--- config.mk ---
export PLATFORM = sky130hd
export DESIGN_NAME = regport_mmio
export DESIGN_NICKNAME = d
export VERILOG_FILES = /design/src/rtl/regport_pkg.sv /design/src/rtl/regport_decode.sv /design/src/rtl/regport_lock.sv /design/src/rtl/regport_bank.sv /design/src/rtl/regport_mmio.sv
export SDC_FILE = /design/constraint.sdc
export NUM_CORES = 1
export LEC_CHECK = 0
export ABC_AREA = 0
export BUFFER_PORTS_ARGS = -buffer_cell sky130_fd_sc_hd__buf_2
export CORE_AREA = 2 2 129 131
export CTS_BUF_LIST = sky130_fd_sc_hd__clkbuf_16
export DETAILED_ROUTE_END_ITERATION = 8
export DIE_AREA = 0 0 131 133
export HOLD_SLACK_MARGIN = 0.02
export PLACE_DENSITY = 0.76
export RECOVER_POWER = 100
export SLEW_MARGIN = 20
export SYNTH_ARGS = -nofsm -noshare
export SYNTH_HDL_FRONTEND = slang
export SYNTH_SLANG_ARGS = --single-unit
--- constraint.sdc ---
create_clock -name clk -period 4.6 [get_ports clk]
set_clock_uncertainty 0.2 [all_clocks]
set_input_delay 0.46 -clock clk [delete_from_list [all_inputs] [get_ports clk]]
set_output_delay 0.46 -clock clk [all_outputs]
set_load 0.02 [all_outputs]
--- src/rtl/regport_pkg.sv ---
package regport_pkg;

    localparam int unsigned DATA_W = 32;
    localparam int unsigned ADDR_W = 12;
    localparam int unsigned SLOT_W = 10;

    localparam logic [SLOT_W-1:0] KEY_SLOT   = 10'h3EC;
    localparam logic [SLOT_W-1:0] STATE_SLOT = 10'h3ED;
    localparam logic [DATA_W-1:0] OPEN_KEY   = 32'hC5AC_CE55;

    typedef enum logic [2:0] {
        SK_NONE,
        SK_CFG,
        SK_ID,
        SK_CMD,
        SK_KEY,
        SK_STATE
    } slot_kind_e;

    typedef struct packed {
        logic              write;
        logic              dbg;
        logic [ADDR_W-1:0] addr;
        logic [DATA_W-1:0] wdata;
    } bus_req_t;

    function automatic logic [DATA_W-1:0] state_word(input logic locked);
        return {{(DATA_W-2){1'b0}}, locked, 1'b1};
    endfunction

endpackage

--- src/rtl/regport_decode.sv ---
module regport_decode
    import regport_pkg::*;
#(
    parameter int unsigned NUM_RW  = 4,
    parameter int unsigned RW_BASE = 4,
    parameter int unsigned WO_NUM  = 1,
    parameter int unsigned ID_NUM  = 121,
    parameter int unsigned IDX_W   = 2
) (
    input  logic [ADDR_W-1:0] addr,
    output slot_kind_e        kind,
    output logic [IDX_W-1:0]  cfg_idx
);
    localparam logic [SLOT_W:0]   LO_L  = (SLOT_W+1)'(RW_BASE);
    localparam logic [SLOT_W:0]   HI_L  = (SLOT_W+1)'(RW_BASE + NUM_RW);
    localparam logic [SLOT_W-1:0] WO_L  = SLOT_W'(WO_NUM);
    localparam logic [SLOT_W-1:0] ID_L  = SLOT_W'(ID_NUM);

    logic [SLOT_W-1:0] slot;
    logic              aligned;
    logic [SLOT_W:0]   rel;

    assign slot    = addr[ADDR_W-1:2];
    assign aligned = (addr[1:0] == 2'b00);
    assign rel     = {1'b0, slot} - LO_L;
    assign cfg_idx = rel[IDX_W-1:0];

    always_comb begin
        kind = SK_NONE;
        if (aligned) begin
            if ({1'b0, slot} >= LO_L && {1'b0, slot} < HI_L) kind = SK_CFG;
            else if (slot == ID_L)       kind = SK_ID;
            else if (slot == WO_L)       kind = SK_CMD;
            else if (slot == KEY_SLOT)   kind = SK_KEY;
            else if (slot == STATE_SLOT) kind = SK_STATE;
        end
    end

endmodule

--- src/rtl/regport_lock.sv ---
module regport_lock
    import regport_pkg::*;
(
    input  logic              clk,
    input  logic              rst,
    input  logic              key_wr,
    input  logic [DATA_W-1:0] key_data,
    output logic              locked
);
    always_ff @(posedge clk) begin
        if (rst)         locked <= 1'b1;
        else if (key_wr) locked <= (key_data != OPEN_KEY);
    end
endmodule

--- src/rtl/regport_bank.sv ---
module regport_bank
    import regport_pkg::*;
#(
    parameter int unsigned NUM_RW = 4,
    parameter int unsigned IDX_W  = 2
) (
    input  logic                     clk,
    input  logic                     rst,
    input  logic                     we,
    input  logic [IDX_W-1:0]         idx,
    input  logic [DATA_W-1:0]        wdata,
    output logic [DATA_W-1:0]        rdata,
    output logic [NUM_RW*DATA_W-1:0] flat
);
    logic [DATA_W-1:0] slot_q [NUM_RW];

    for (genvar g = 0; g < NUM_RW; g++) begin : g_slot
        always_ff @(posedge clk) begin
            if (rst)                             slot_q[g] <= '0;
            else if (we && idx == IDX_W'(g))     slot_q[g] <= wdata;
        end
        assign flat[g*DATA_W +: DATA_W] = slot_q[g];
    end

    always_comb begin
        rdata = '0;
        for (int i = 0; i < NUM_RW; i++)
            if (idx == IDX_W'(i)) rdata = slot_q[i];
    end
endmodule

--- src/rtl/regport_mmio.sv ---
module regport_mmio
    import regport_pkg::*;
#(
    parameter int unsigned NUM_RW   = 4,
    parameter int unsigned RW_BASE  = 4,
    parameter int unsigned WO_NUM   = 1,
    parameter int unsigned ID_NUM   = 121,
    parameter logic [31:0] ID_VALUE = 32'h4D50_0A11
) (
    input  logic                     clk,
    input  logic                     rst,
    input  logic                     req_valid,
    input  logic [11:0]              req_addr,
    input  logic                     req_write,
    input  logic [31:0]              req_wdata,
    input  logic                     req_dbg,
    output logic                     rsp_ready,
    output logic [31:0]              rsp_rdata,
    output logic [NUM_RW*32-1:0]     cfg_out,
    output logic [31:0]              cmd_out
);
    localparam int unsigned IDX_W = (NUM_RW > 1) ? $clog2(NUM_RW) : 1;

    bus_req_t          req;
    slot_kind_e        kind;
    logic [IDX_W-1:0]  cfg_idx;
    logic [DATA_W-1:0] bank_rd;
    logic [DATA_W-1:0] rd_mux;
    logic              locked_q;
    logic              accept;
    logic              wr_go;
    logic              key_wr;

    assign req = '{write: req_write, dbg: req_dbg, addr: req_addr, wdata: req_wdata};

    regport_decode #(
        .NUM_RW(NUM_RW), .RW_BASE(RW_BASE), .WO_NUM(WO_NUM),
        .ID_NUM(ID_NUM), .IDX_W(IDX_W)
    ) u_dec (
        .addr(req.addr), .kind(kind), .cfg_idx(cfg_idx)
    );

    assign accept = req_valid && !rsp_ready;
    assign wr_go  = accept && req.write && (req.dbg || !locked_q);
    assign key_wr = accept && req.write && !req.dbg && (kind == SK_KEY);

    regport_lock u_lock (
        .clk(clk), .rst(rst), .key_wr(key_wr),
        .key_data(req.wdata), .locked(locked_q)
    );

    regport_bank #(.NUM_RW(NUM_RW), .IDX_W(IDX_W)) u_bank (
        .clk(clk), .rst(rst),
        .we(wr_go && kind == SK_CFG),
        .idx(cfg_idx), .wdata(req.wdata),
        .rdata(bank_rd), .flat(cfg_out)
    );

    always_comb begin
        unique case (kind)
            SK_CFG:   rd_mux = bank_rd;
            SK_ID:    rd_mux = ID_VALUE;
            SK_STATE: rd_mux = req.dbg ? '0 : state_word(locked_q);
            default:  rd_mux = '0;
        endcase
    end

    always_ff @(posedge clk) begin
        if (rst) begin
            rsp_ready <= 1'b0;
            rsp_rdata <= '0;
            cmd_out   <= '0;
        end else begin
            rsp_ready <= accept;
            if (accept)                   rsp_rdata <= req.write ? '0 : rd_mux;
            if (wr_go && kind == SK_CMD)  cmd_out   <= req.wdata;
        end
    end

endmodule

==> out/results.ini, run 1 <==
[routing]
drc=0
routed_wl_mm=23.6
ant_nets=0
vias=6394
post_drt_via_cell_ratio=5.68
drt-initial-drc-count=542
count_of_tritonroute_iterations_in_the_first_routing_pass=5
wl_per_cell_um=21.0

[yosys]
top_ff_cell_synth=sky130_fd_sc_hd__edfxtp_1
synth-seq-cells=194
asyncSetResetFlopFracSynth=0
ys_top_cells_by_area=sky130_fd_sc_hd__edfxtp_1 47%, sky130_fd_sc_hd__dfxtp_1 16%, sky130_fd_sc_hd__mux4_2 8.7%, sky130_fd_sc_hd__nor2_1 6.1%, sky130_fd_sc_hd__mux2i_1 4.0%
yosys.cell_types.count=48
share_of_synthesized_area_occupied_by_flip_flops_and_latches=0.626
netlist.top_cell.by_area=sky130_fd_sc_hd__edfxtp_1
yosysWarningCount=0
synthesis.area_mm2=0.00825
synth_top_cell_area_share=0.466
post_synth_inst_count=662
post_synth.cell_area_avg_um2=12.5
synth_edf_count=128
syn-num-nets=711

[clock_tree]
clock_sink_count=194
htree_levels=4
cts_tree=yes
clk_root_buffer_cell=sky130_fd_sc_hd__clkbuf_16
hold_buffers=0
postCtsSetupRepairBufs=0
clk_latency_ns=0.43
cts_inserted_buffers=17
cts_repair_resize_count=0
worst_setup_hold_path_clk_slew_ns=0.07
bufs_on_longest_clock_path=2

[timing]
max_clock_freq_ghz=0.270
fin_crit_sh=0.804
max-slew-margin-rel=-0.513
worst_hold_slack_ns=0.113
worstMarginPinSlew_ns=2.27
rsz0062_at_grt=no
setup-tns-final_ns=0
report.final.hold_viol_count=0
final_max_slew_viol_count=110
postLayoutSetupSlackWorst_ns=0.901
final.min_clock_period_ns=3.70
setup_viol_count_final=0

[power_and_ir_drop]
clkPwrFrac=0.413
total_leakage_power_nw=3.44
switching_part_of_the_total_power=0.224
power_per_cell_area_mw_per_mm2=373
power.combinational.fraction=0.073
seq_power_share=0.514
p_int_mw=2.90
p_sw_mw=0.837
vdd.ir_drop.worst_uv=262
power_mw=3.74

[critical_path]
r2r_end=cmd_out[4]
critical_path_required_ns=4.62
crit_path_frequent_cell=sky130_fd_sc_hd__clkbuf_1
worstReg2RegStart=rsp_ready
worst_r2r_path_depth=6
critical_path_cell_by_cell=clkbuf_1, or4_1, a2111o_1, a2111oi_0, clkbuf_1, mux2i_1, nor2_1
slowest_delay_ns=1.05
startpoint_type=primary input
timing.reg2reg.setup_slack_ns=1.51
worst-setup-path-type=primary input to flop
cp_max_fo=18
worst-endpoint-arrival_ns=3.72
worstSetupEndpointType=flop
critical_path.slowest_cell=sky130_fd_sc_hd__clkbuf_1

[finish]
final_core_area_utilization=0.618
final_cells=1125
post_route_cells_drive_above_1_share=0.139
fin_area_mm2=0.0100
layout_area_growth_over_synthesis_pct=21.3
design.final.nets=942
fillers=1365
antennaDiodeCount=0

[floorplanning]
row_count=47
die_area_mm2=0.0174
initial_utilization=0.510
design.core.area_mm2=0.0162
die_height_um=133
die_width_um=131
boundaryPins=242

[grt]
global_route.overflow_total=0
grt_pass1_wl_mm=35.1
antenna_found_initial=0
first_global_vias=6350
pin_count_of_the_biggest_net_entering_global_routing=44
grt_use_total=0.271

[status]
violations=capacitance limit, slew limit
run_status=finished with violations

[placement]
place_congestion=0.907
port_buffers=241
dp_hpwl_mm=15.6
dpl_cell_area_mm2=0.00967
placed_cells=1094
dp_slack_ns=1.03

[worst_hold_path]
min_delay_path_depth=3
hold-path-endpoint=cmd_out[11]
min-delay-start=req_wdata[11]
hold_path.class=primary input to flop

[run]
drv.max_cap_violation_count=3

critical path, delay by kind of cell:
kind | cells | cell delay, ns
multiplexers | 1 | 0.28
AND/OR/NAND/NOR | 2 | 0.66
buffers and inverters | 2 | 1.16
AO/OA/AOI/OAI | 2 | 1.14
per-layer routing:
| layer | part of all wire | GRT usage |
|---|---|---|
| met1 | 0.37 | 0.324 |
| met2 | 0.51 | 0.461 |
| met3 | 0.088 | 0.0683 |
| met4 | 0.036 | 0.119 |
| met5 | 0 | 0 |
power by group through the flow:
| stage | combinational [mW] | sequential (mW) | clock, mW |
|---|---|---|---|
| CTS | 0.289 | 1.92 | 1.55 |
| finish | 0.274 | 1.92 | 1.54 |
| global placement | 0.282 | 1.95 | 0 |
| floorplan | 0.115 | 2.00 | 0 |
| detailed placement | 0.287 | 1.95 | 0 |
| global route | 0.293 | 1.92 | 1.62 |
cell type report:
cell class	instances	area [um2]	share of cell area
Clock buffer	21	526	0.0525
Inverter	30	113	0.0113
Sequential cell	194	5160	0.516
Tap cell	220	275	0.0275
Multi-Input combinational cell	395	2770	0.277
Clock inverter	10	104	0.0104
Timing Repair Buffer	255	1050	0.105
synthesized netlist by cell type, types with 4 or more instances:
cell type and number:
sky130_fd_sc_hd__nor2_1 135, sky130_fd_sc_hd__edfxtp_1 128, sky130_fd_sc_hd__dfxtp_1 66, sky130_fd_sc_hd__nand2_1 59, sky130_fd_sc_hd__mux2i_1 33, sky130_fd_sc_hd__and4_1 32
sky130_fd_sc_hd__mux4_2 32, sky130_fd_sc_hd__o21ai_0 31, sky130_fd_sc_hd__clkbuf_1 30, sky130_fd_sc_hd__inv_1 30, sky130_fd_sc_hd__nand4_1 10, sky130_fd_sc_hd__a21oi_1 9
sky130_fd_sc_hd__buf_6 6, sky130_fd_sc_hd__nand3_1 5, sky130_fd_sc_hd__nor3_1 5, sky130_fd_sc_hd__nor4_1 4
state kept, by name (all words and copies together) (netlist names):
name           cells
cmd_out           32
u_bank.slot_q    128
rsp_ready          1
u_lock.locked      1
rsp_rdata         32
worst max path at each step:
stage                start  cells after the start  slack [ns]                   end
5_1_grt        req_addr[8]                      7        0.68           cmd_out[15]
4_1_cts        req_addr[2]                      8        1.48  u_bank.slot_q[1][49]
2_1_floorplan  req_addr[2]                      6        0.74   u_bank.slot_q[0][0]
6_report       req_addr[8]                      7        0.90            cmd_out[4]
3_3_place_gp   req_addr[2]                      8        1.12  u_bank.slot_q[1][53]
3_5_place_dp   req_addr[2]                      8        1.03  u_bank.slot_q[1][52]
cells in the final DEF (no fill, tap or decap), types with 9 or more instances in the layout:
cell	instances
sky130_fd_sc_hd__buf_2	45
sky130_fd_sc_hd__nand4_1	10
sky130_fd_sc_hd__o21ai_0	31
sky130_fd_sc_hd__clkbuf_16	21
sky130_fd_sc_hd__edfxtp_1	128
sky130_fd_sc_hd__mux2i_1	33
sky130_fd_sc_hd__mux4_2	32
sky130_fd_sc_hd__buf_4	10
sky130_fd_sc_hd__a21oi_1	9
sky130_fd_sc_hd__nor2_1	133
sky130_fd_sc_hd__clkbuf_1	200
sky130_fd_sc_hd__inv_1	33
sky130_fd_sc_hd__dfxtp_1	66
sky130_fd_sc_hd__and4_1	32
sky130_fd_sc_hd__nand2_1	59
kinds of logic after synthesis:
logic type,share of synthesized area
compound gates,0.0398
buf+inv,0.0411
flops,0.626
mux,0.127
simple gates,0.165
No activity file was read; power rests on OpenSTA's default activity.
==> run 2: changes to the inputs <==
CORE_AREA = 2 2 136 138   (was 2 2 129 131)
DIE_AREA = 0 0 138 140   (was 0 0 131 133)
PLACE_DENSITY = 0.71   (was 0.76)
clock period = 3.4 ns   (was 4.6 ns; I/O delays follow)
==> run 2 against run 1 <==
  * The flow still finishes with violations (capacitance limit, slew limit)
  * Hold slack got worse by 0.078 ns
  * Highest routed layer unchanged
  * Routed wire length rose by 3.4%
  * Via count grew 0.74%
  * Combinational power grew 46%
  * Flip-flop and latch count stayed put
  * First-iteration DRC count decreased by 17%
  * Critical path depth is the same
  * Utilization down 4.3 points
  * Die area increased by 11%
==> out/results.ini, run 2 (same netlist as run 1, synthesis figures left out) <==
[critical_path]
worstReg2RegStart=rsp_ready
timing.reg2reg.setup_slack_ns=0.86  ; -0.65 ns
worst-endpoint-arrival_ns=2.92  ; -0.80 ns
critical_path_required_ns=3.51  ; -1.11 ns
worst-setup-path-type=primary input to flop
worst_r2r_path_depth=5  ; -1
worstSetupEndpointType=flop
startpoint_type=primary input
r2r_end=u_bank.slot_q[1][16]
cp_max_fo=19  ; +1

[timing]
max-slew-margin-rel=-0.110  ; +0.403
final.min_clock_period_ns=2.82
fin_crit_sh=0.828
postLayoutSetupSlackWorst_ns=0.584  ; -0.317 ns
final_max_slew_viol_count=33  ; -70%
worstMarginPinSlew_ns=1.66  ; -0.606 ns
report.final.hold_viol_count=0  ; unchanged
max_clock_freq_ghz=0.355
setup-tns-final_ns=0  ; unchanged
setup_viol_count_final=0  ; unchanged
rsz0062_at_grt=no

[routing]
post_drt_via_cell_ratio=5.50  ; -3.3%
routed_wl_mm=24.4  ; +3.4%
wl_per_cell_um=20.8  ; -0.79%
count_of_tritonroute_iterations_in_the_first_routing_pass=7  ; +2
drc=0  ; unchanged
ant_nets=0  ; unchanged
drt-initial-drc-count=452  ; -17%
vias=6441  ; +0.74%

[clock_tree]
htree_levels=4  ; unchanged
bufs_on_longest_clock_path=2  ; unchanged
clock_sink_count=194  ; unchanged
cts_inserted_buffers=17  ; unchanged
clk_latency_ns=0.43  ; about the same
worst_setup_hold_path_clk_slew_ns=0.07  ; about the same
cts_tree=yes
postCtsSetupRepairBufs=0  ; unchanged
clk_root_buffer_cell=sky130_fd_sc_hd__clkbuf_16

[run]
drv.max_cap_violation_count=1  ; -2

[placement]
dp_hpwl_mm=16.6  ; +6.4%
port_buffers=241  ; unchanged
place_congestion=0.885  ; -2.4%
dp_slack_ns=0.336  ; -0.693 ns

[floorplanning]
boundaryPins=242  ; unchanged
die_height_um=140  ; +5.3%
die_area_mm2=0.0193  ; +11%
die_width_um=138  ; +5.3%
initial_utilization=0.464  ; -0.0461
design.core.area_mm2=0.0178  ; +9.9%
row_count=49  ; +4.3%

[finish]
fillers=1603  ; +17%
layout_area_growth_over_synthesis_pct=24.1
post_route_cells_drive_above_1_share=0.143  ; +0.00424
regMostFlops=u_bank.slot_q
largest_register_ff_count=128  ; unchanged
most-common-layout-cells=203 x sky130_fd_sc_hd__clkbuf_1, 133 x sky130_fd_sc_hd__nor2_1, 128 x sky130_fd_sc_hd__edfxtp_1
layout_commonest_cell=sky130_fd_sc_hd__clkbuf_1
design.final.nets=977  ; +3.7%
largest_registers=u_bank.slot_q: 128 flops, cmd_out: 32 flops, rsp_rdata: 32 flops

[status]
violations=capacitance limit, slew limit
run_status=finished with violations

[worst_hold_path]
min_delay_path_depth=3  ; unchanged
min-delay-start=req_wdata[25]
hold_path.class=primary input to flop
hold-path-endpoint=cmd_out[25]

[power_and_ir_drop]
power_per_cell_area_mw_per_mm2=469  ; +26%
total_leakage_power_nw=3.54  ; +2.9%
vdd.ir_drop.worst_uv=337  ; +28%

[grt]
grt_pass1_wl_mm=37.1  ; +5.6%
grt_use_total=0.253  ; -0.0188
antenna_found_initial=2  ; +2
global_route.overflow_total=0  ; unchanged
first_global_vias=6413  ; +0.99%
pin_count_of_the_biggest_net_entering_global_routing=36  ; -18%

-- run 2: where the power goes --
part | switching, mW | internal (mW)
registers | 0.0345 | 2.56
logic | 0.263 | 0.137
clock network | 0.879 | 0.930
total | 1.18 | 3.62
-- run 2: cell type report --
class | instances | area (um2) | share of cell area
flip-flops and latches | 194 | 5160 | 0.505
well taps | 229 | 287 | 0.0280
clock inverters | 15 | 97.6 | 0.00954
inverters | 30 | 113 | 0.0110
diodes | 2 | 5.00 | 0.000489
repair buffers | 290 | 1390 | 0.136
clock buffers | 17 | 425 | 0.0416
multi-input cells | 395 | 2750 | 0.269
-- run 2: worst max-delay path by stage --
stage / to / startpoint / depth (start not counted) / slack, ns
detailed placement: u_bank.slot_q[0][35] / req_addr[8] / 6 / 0.34
global placement: u_bank.slot_q[0][37] / req_addr[8] / 6 / 0.39
CTS: u_bank.slot_q[0][43] / req_valid / 6 / 0.73
global route: u_bank.slot_q[1][18] / req_valid / 7 / 0.43
floorplan: u_bank.slot_q[0][32] / req_addr[2] / 7 / 0.29
finish: cmd_out[18] / req_addr[8] / 7 / 0.58
-- run 2: per-layer routing --
metal | GRT usage | wire, um | vias to the layer above
met2 | 0.417 | 11900 | 304
met1 | 0.321 | 9940 | 3135
met5 | 0 | 0 | -
met3 | 0.0694 | 1820 | 44
met4 | 0.0951 | 712 | 0
li1 | - | - | 2958
-- run 2: repair_timing --
item	CTS	global route
resized for setup	0	0
hold endpoints to repair	22	0
hold buffers	22	0
-- run 2: per-stage QoR --
| stage | power, mW | hold slack (ns) | util | cells | instance area, um2 |
|---|---|---|---|---|---|
| after floorplan | 2.86 | 0.270 | - | 662 | 8260 |
| after CTS | 4.84 | 0.0217 | 0.594 | 1170 | 10600 |
| after detailed placement | 3.05 | 0.237 | 0.552 | 1116 | 9820 |
| final | 4.80 | 0.0348 | 0.576 | 1172 | 10200 |
| after global placement | 3.04 | 0.230 | 0.552 | 1116 | 9820 |
| after global routing | 4.97 | 0.0259 | 0.575 | 1171 | 10200 |
-- run 2: worst max-delay path: stages --
cell	delay, ns
sky130_fd_sc_hd__clkbuf_1	0.12
sky130_fd_sc_hd__or4_1	0.60
sky130_fd_sc_hd__a2111o_1	0.49
sky130_fd_sc_hd__a2111oi_0	0.64
sky130_fd_sc_hd__buf_4	0.45
sky130_fd_sc_hd__mux2i_1	0.23
sky130_fd_sc_hd__nor2_1	0.06
